### src/rtl/burst_sram_pkg.sv
`timescale 1ns/1ps
package burst_sram_pkg;

  localparam int BEAT_W = 2;

  typedef enum logic [1:0] {
    SRC_NONE = 2'd0,
    SRC_PROC = 2'd1,
    SRC_CTRL = 2'd2
  } burst_src_e;

  // Low address bits of beat k of a burst starting at low bits s.
  function automatic logic [BEAT_W-1:0] burst_low(
    input logic [BEAT_W-1:0] s,
    input logic [BEAT_W-1:0] k,
    input logic              interleave
  );
    return interleave ? (s ^ k) : (s + k);
  endfunction

endpackage

### src/rtl/burst_strobe_dec.sv
`timescale 1ns/1ps
module burst_strobe_dec
  import burst_sram_pkg::*;
(
  input  logic       adsp_n,
  input  logic       adsc_n,
  input  logic       ce1_n,
  input  logic       ce2,
  input  logic       ce3_n,
  input  logic       we_n,
  input  logic       sel_q,
  output burst_src_e src,
  output logic       start,
  output logic       chip_ok,
  output logic       wr_en,
  output logic       wr_from_port
);

  always_comb begin
    chip_ok = !ce1_n && ce2 && !ce3_n;
    // processor strobe wins, but only when the primary enable is active
    if (!adsp_n && !ce1_n)
      src = SRC_PROC;
    else if (!adsc_n)
      src = SRC_CTRL;
    else
      src = SRC_NONE;
    start = (src != SRC_NONE);
    unique case (src)
      SRC_PROC: wr_en = 1'b0;
      SRC_CTRL: wr_en = !we_n && chip_ok;
      default:  wr_en = !we_n && sel_q;
    endcase
    wr_from_port = (src == SRC_CTRL);
  end

endmodule

### src/rtl/burst_addr_gen.sv
`timescale 1ns/1ps
module burst_addr_gen
  import burst_sram_pkg::*;
#(
  parameter int ADDR_W = 6
) (
  input  logic              clk,
  input  logic              rst,
  input  logic              start,
  input  logic              chip_ok,
  input  logic              adv_n,
  input  logic              mode_i,
  input  logic [ADDR_W-1:0] addr_i,
  output logic [ADDR_W-1:0] addr_q,
  output logic              sel_q
);

  logic [BEAT_W-1:0] base_lo;
  logic [BEAT_W-1:0] beat;
  logic [BEAT_W-1:0] next_beat;
  logic              step;

  always_comb begin
    step      = !start && !adv_n;
    next_beat = beat + 1'b1;
  end

  always_ff @(posedge clk) begin
    if (rst) begin
      addr_q  <= '0;
      sel_q   <= 1'b0;
      base_lo <= '0;
      beat    <= '0;
    end else if (start) begin
      addr_q  <= addr_i;
      sel_q   <= chip_ok;
      base_lo <= addr_i[BEAT_W-1:0];
      beat    <= '0;
    end else if (step) begin
      beat                 <= next_beat;
      addr_q[BEAT_W-1:0]   <= burst_low(base_lo, next_beat, mode_i);
    end
  end

endmodule

### src/rtl/burst_mem.sv
`timescale 1ns/1ps
module burst_mem #(
  parameter int ADDR_W = 6,
  parameter int DATA_W = 16
) (
  input  logic              clk,
  input  logic              we,
  input  logic [ADDR_W-1:0] waddr,
  input  logic [DATA_W-1:0] wdata,
  input  logic [ADDR_W-1:0] raddr,
  output logic [DATA_W-1:0] rdata
);

  localparam int DEPTH = 1 << ADDR_W;

  logic [DATA_W-1:0] mem [DEPTH];

  always_ff @(posedge clk) begin
    if (we) mem[waddr] <= wdata;
  end

  // flow-through: combinational read of the registered address
  assign rdata = mem[raddr];

endmodule

### src/rtl/burst_sram_seq.sv
`timescale 1ns/1ps
module burst_sram_seq
  import burst_sram_pkg::*;
#(
  parameter int ADDR_W = 6,
  parameter int DATA_W = 16
) (
  input  logic              clk,
  input  logic              rst,
  input  logic [ADDR_W-1:0] addr_i,
  input  logic              adsp_n,
  input  logic              adsc_n,
  input  logic              adv_n,
  input  logic              ce1_n,
  input  logic              ce2,
  input  logic              ce3_n,
  input  logic              we_n,
  input  logic              mode_i,
  input  logic [DATA_W-1:0] wdata_i,
  output logic [ADDR_W-1:0] word_addr_o,
  output logic              sel_o,
  output logic [DATA_W-1:0] rdata_o
);

  burst_src_e        src;
  logic              start;
  logic              chip_ok;
  logic              wr_en;
  logic              wr_from_port;
  logic              sel_q;
  logic [ADDR_W-1:0] addr_q;
  logic [ADDR_W-1:0] wr_addr;
  logic [DATA_W-1:0] mem_rd;

  burst_strobe_dec u_dec (
    .adsp_n      (adsp_n),
    .adsc_n      (adsc_n),
    .ce1_n       (ce1_n),
    .ce2         (ce2),
    .ce3_n       (ce3_n),
    .we_n        (we_n),
    .sel_q       (sel_q),
    .src         (src),
    .start       (start),
    .chip_ok     (chip_ok),
    .wr_en       (wr_en),
    .wr_from_port(wr_from_port)
  );

  burst_addr_gen #(.ADDR_W(ADDR_W)) u_gen (
    .clk    (clk),
    .rst    (rst),
    .start  (start),
    .chip_ok(chip_ok),
    .adv_n  (adv_n),
    .mode_i (mode_i),
    .addr_i (addr_i),
    .addr_q (addr_q),
    .sel_q  (sel_q)
  );

  assign wr_addr = wr_from_port ? addr_i : addr_q;

  burst_mem #(.ADDR_W(ADDR_W), .DATA_W(DATA_W)) u_mem (
    .clk  (clk),
    .we   (wr_en),
    .waddr(wr_addr),
    .wdata(wdata_i),
    .raddr(addr_q),
    .rdata(mem_rd)
  );

  assign word_addr_o = addr_q;
  assign sel_o       = sel_q;
  assign rdata_o     = sel_q ? mem_rd : '0;

endmodule

### config.mk
export PLATFORM = sky130hd
export DESIGN_NAME = burst_sram_seq
export DESIGN_NICKNAME = d
export VERILOG_FILES = /design/src/rtl/burst_sram_pkg.sv /design/src/rtl/burst_strobe_dec.sv /design/src/rtl/burst_addr_gen.sv /design/src/rtl/burst_mem.sv /design/src/rtl/burst_sram_seq.sv
export SDC_FILE = /design/constraint.sdc
export NUM_CORES = 1
export LEC_CHECK = 0
export BUFFER_PORTS_ARGS = -buffer_cell sky130_fd_sc_hd__buf_2
export CAP_MARGIN = 30
export CORE_ASPECT_RATIO = 0.5
export CORE_MARGIN = 2
export CORE_UTILIZATION = 65
export DETAILED_ROUTE_END_ITERATION = 8
export HOLD_SLACK_MARGIN = 0.08
export MAX_ROUTING_LAYER = met4
export PLACE_DENSITY = 0.82
export SLEW_MARGIN = 20
export SYNTH_ARGS = -nofsm -noshare
export SYNTH_HDL_FRONTEND = slang
export SYNTH_HIERARCHICAL = 1
export SYNTH_SLANG_ARGS = --single-unit
### constraint.sdc
create_clock -name clk -period 10.3 [get_ports clk]
set_input_delay 1.545 -clock clk [delete_from_list [all_inputs] [get_ports clk]]
set_output_delay 1.545 -clock clk [all_outputs]
set_load 0.01 [all_outputs]
Word-level counts from Yosys, hierarchy flattened
Memory sizes are Yosys's and may differ from the RTL's. Cells that the tools add are included.

Mux-type cells: 10. Bitwise gates (word level): 1. Eq/ne operators: 2. $add $sub $neg: 2. Reduce and logical (&&, ||, !) cells: 15.

Operators by type and width (number): two-way mux 16 bit (1); two-way mux 2 bit (5); logical AND 1 bit (6); zero test 1 bit (6); two-way mux 6 bit (1); nonzero test 2 bit (2); adder 2 x 1 -> 2 bit, second input constant (1); adder 2 bit (1); == test 2 x 1 -> 1 bit, second input constant (1); == test 2 bit, second input constant (1); two-way mux 1 bit (2); one-hot mux 1 bit (2 select lines) (1); OR reduction 2 bit (1); XOR 2 bit (1).

Memory bits (writable): 1024. Input port bits: 32. Flip-flop bits (word level): 11. Memories: 1. Word-level logic and storage cells: 36.

Memories: u_mem.mem (depth 64, bits a word 16, rd ports 1, clocked after memory_dff 0, wr ports 1, line burst_mem.sv:16) `logic [DATA_W-1:0] mem [DEPTH];`.

Depth between registers and ports, before layout
Word-level depth: 8. Depth in mapped cells: 11. Mapped depth without buffers: 6.

By module
The synthesis kept the hierarchy.

By module, submodules not included: burst_mem (seq. area each 30749.5 µm², area each 39721.8 µm², times used 1, cells each 1813); burst_addr_gen (seq. area each 220.2 µm², area each 483.0 µm², times used 1, cells each 45); burst_sram_seq (seq. area each 0.0 µm², area each 206.4 µm², times used 1, cells each 24); burst_strobe_dec (seq. area each 0.0 µm², area each 50.0 µm², times used 1, cells each 8).

Least setup slack after synthesis
Ideal clock, no wire load.

Path type: input to register. Start: input ce1_n. End: memory u_mem.mem[48][0], enable pin. Cell stages on the path: 5. Library setup time: 0.409 ns. Setup slack: 5.976 ns. Arrival time: 3.915 ns. Cell sequence: or4b_1 -> a211oi_2 -> nor2b_1 -> nand4b_1 -> nor3_1.

Longest elaborated chain between the ends: 7.

RTL lines: start: declaration (line burst_sram_seq.sv:14) `input logic ce1_n,`; zero test 1 bit * (line burst_strobe_dec.sv:20, burst_strobe_dec.sv:22); logical AND 1 bit (on tied branches) (line burst_strobe_dec.sv:22, burst_strobe_dec.sv:20); two-way mux 2 bit / logical AND 1 bit (equally long branches) (line burst_strobe_dec.sv:22, burst_strobe_dec.sv:20); == test 2 bit (tied with other cells) (line burst_strobe_dec.sv:29) `unique case (src)`; one-hot mux 1 bit (2 select lines) * (line burst_strobe_dec.sv:29); via wr_en (line burst_sram_seq.sv:28) `logic wr_en;`; two-way mux 1 bit * (line burst_mem.sv:19) `if (we) mem[waddr] <= wdata;`; two-way mux 1 bit (implied by the code) * (line burst_mem.sv:19); end: declaration (line burst_mem.sv:16).

Mark *: on every way through the listed nets, which the timed path passes. The rest lies on a longest branch.

Worst setup path after layout
Start: register u_gen.addr_q[0]. End: output rdata_o[1].

Longest elaborated chain between the ends: 2.

RTL lines: start: declaration (line burst_addr_gen.sv:14) `output logic [ADDR_W-1:0] addr_q,`; start signal: assignment (line burst_addr_gen.sv:35) `addr_q <= addr_i;`; start signal: indexed assignment (line burst_addr_gen.sv:41) `addr_q[BEAT_W-1:0] <= burst_low(base_lo, next_beat, mode_i);`; memory read (64 x 16 bit); via mem_rd[1] (line burst_sram_seq.sv:33) `logic [DATA_W-1:0] mem_rd;`; two-way mux 16 bit (line burst_sram_seq.sv:75) `assign rdata_o = sel_q ? mem_rd : '0;`; end: declaration (line burst_sram_seq.sv:22) `output logic [DATA_W-1:0] rdata_o`.

The timed path passes the listed nets, and every way through them passes these cells.

==> impl_metrics.yaml <==
logic_synthesis:
  syn_area_sq_mm: 0.04046
  netlist_instances: 1889
  synth_nets: 1922
  syn_area_per_cell_sq_um: 21.42
  yosys_warnings: 6
worst_setup_path:
  crit_path_end_kind: "output pin"
  critical_path.cell_chain: "buf_4 -> buf_4 -> mux4_2 -> mux2i_1 -> a22oi_1 -> a31oi_1 -> a311oi_1 -> and2_1 -> buf_2"
  crit_top_cell: "buf_4"
  critPathSlowestCell: "buf_4"
  worstSetupPathType: "flop to output pin"
  rrSetupSlack_ps: 6670
  worst_ep_arrival_time_ps: 4620
  timing.critical_path.required_ps: 8760
  cpPeakStageDelay_ps: 730
  path_max_fanout: 42
  critical_path.startpoint_type: "flop"
finish:
  num-fill-cells: 3271
  multi_input_area_sq_mm: 0.008757
  top_library_cells_by_usage_in_the_layout_fill_and_taps_aside: "edfxtp_1 (1024), mux4_2 (220), mux2i_1 (92)"
  final_layout_size_suffix_gt1_share_pct: 26.29
  postLayoutCoreUtil_pct: 72.58
  seqCellArea_sq_mm: 0.03098
  layout.cells.most_common: "edfxtp_1"
  nets: 2052
  synthToLayoutAreaGrowth_pct: 10.04
sta:
  achievable-frequency_mhz: 162.2
  maxSlewViolCount: 0
  unrepaired_setup_endpoints_after_global_routing: "false"
  finalHoldViolCount: 0
  max_slew_margin_pct: 32.64
  fin_worst_skew_ps: 12.96
  finalCriticalPeriod_ps: 6166
  report.final.setup_viol: 0
  final.setup.worst_slack_ps: 4134
  setup-tns-final_ps: 0
  worst_pin_slew_ps: 1010
  fin_worst_hold_slack_ps: 485.3
  finalCritPeriodShare_pct: 59.86
global_routing:
  pin_count_of_the_biggest_net_entering_global_routing: 141
  grt.overflow.total: 0
  grtUsageTotal_pct: 32.53
  grt_pass1_wl_mm: 143.4
  grt_pass1_vias: 20320
  antenna_violations_before_repair: 8
hold_path:
  worst_hold_path_type: "flop to flop"
clock_tree:
  postCtsSetupRepairBufs: 0
  tritoncts.num_buffers: 84
  cts.sinks: 1035
  ctsResizeCount: 0
  tritoncts: "yes"
  clk-insertion-delay-late_ps: 630
  clkSlewWorstSetupHoldPaths_ps: 60
  max-clock-path-buffers: 3
  cts.root.buffer_cell: "clkbuf_16"
  cts-htree-levels: 3
  cts_hold_buf: 0
power_and_ir_drop:
  p_leak_nw: 13.79
  largest_voltage_drop_on_the_vdd_net_uv: 119.4
  power.density_cell_area_mw_per_mm2: 186.5
detailed_routing:
  routed_via_density: 7.153
  post_drt_wl_per_cell_um: 34.19
  finalWirelength_mm: 99.77
  detailedRoute.firstPassIterationCount: 6
  route.detailed.drc: 0
  final_antenna_net_count: 0
  drt-initial-drc-count: 3814
  detailroute.via_count: 20870
place:
  hpwl_after_detailed_placement_mm: 54.68
  port_buffers: 54
  globalplace.congestion: 0.8682
  dpl_worst_slack_ps: 4809
floorplan:
  fp-row-count: 64
  initial_core_util_pct: 65.96
  dieArea_sq_mm: 0.06437
  design.core.area_sq_mm: 0.06134
  die-height_um: 180.4
  io-pin-count: 55
  fp.dieW_um: 356.8
outcome:
  status: "completed"
flow_run:
  maxCapViolCount: 0
## layer usage
metal / vias to the layer above / GRT usage (%) / routed length (um) / share of wire [%]
li1: 8134 / - / - / -
met1: 10690 / 45.00 / 34300 / 34
met2: 1826 / 49.29 / 48040 / 48
met3: 219 / 8.263 / 14490 / 15
met4: 0 / 8.891 / 2943 / 2.9
met5: - / - / 0 / 0
## layout make-up
| type | count | area share (%) |
|---|---|---|
| Antenna cell | 5 | 0.02811 |
| Timing Repair Buffer | 152 | 2.482 |
| Inverter | 2 | 0.01686 |
| Clock inverter | 43 | 0.7420 |
| Tap cell | 825 | 2.319 |
| Sequential cell | 1035 | 69.60 |
| Clock buffer | 112 | 5.146 |
| Multi-Input combinational cell | 744 | 19.67 |
## stage by stage
step	std cells	power (mW)	area [sq um]
after floorplan	1889	5.057	40460
after detailed placement	2756	5.248	41860
final	2918	8.301	44520
after CTS	2911	8.305	44480
after global placement	2747	5.234	41740
after global routing	2918	8.488	44520
## path summary, 6_finish.rpt
| kind | startpoint | end | cells past startpoint |
|---|---|---|---|
| worst max-delay path | u_gen/addr_q[0]$_SDFFE_PP0P_ | rdata_o[1] | 9 |
| worst max register to register | u_gen/sel_q$_SDFFE_PP0P_ | u_mem/mem[15][12]$_DFFE_PP_ | 5 |
| worst min register to register | u_gen/base_lo[0]$_SDFFE_PP0P_ | u_gen/base_lo[0]$_SDFFE_PP0P_ | 2 |
| worst min-delay path | u_gen/base_lo[0]$_SDFFE_PP0P_ | u_gen/base_lo[0]$_SDFFE_PP0P_ | 2 |
## state kept, by name (all words and copies together) (netlist names)
signal         count
u_gen/beat         2
u_mem/mem       1024
u_gen/addr_q       6
u_gen/base_lo      2
u_gen/sel_q        1
## where the power goes
group | switching, mW | leakage (nW) | internal [mW]
clock network | 1.45 | 1.28 | 1.67
registers | 0.0173 | 9.29 | 4.63
logic | 0.333 | 3.22 | 0.197
total | 1.80 | 13.8 | 6.50
## critical path: cells and delay by family, from the launching register on
kind,cells,cell delay [ps]
DFF,1,610
muxes,2,760
and+or+nand+nor,1,190
AOI/OAI and AO/OA,3,840
buffers and inverters,3,1480
Note: power is estimated with default switching activity, not from simulation.
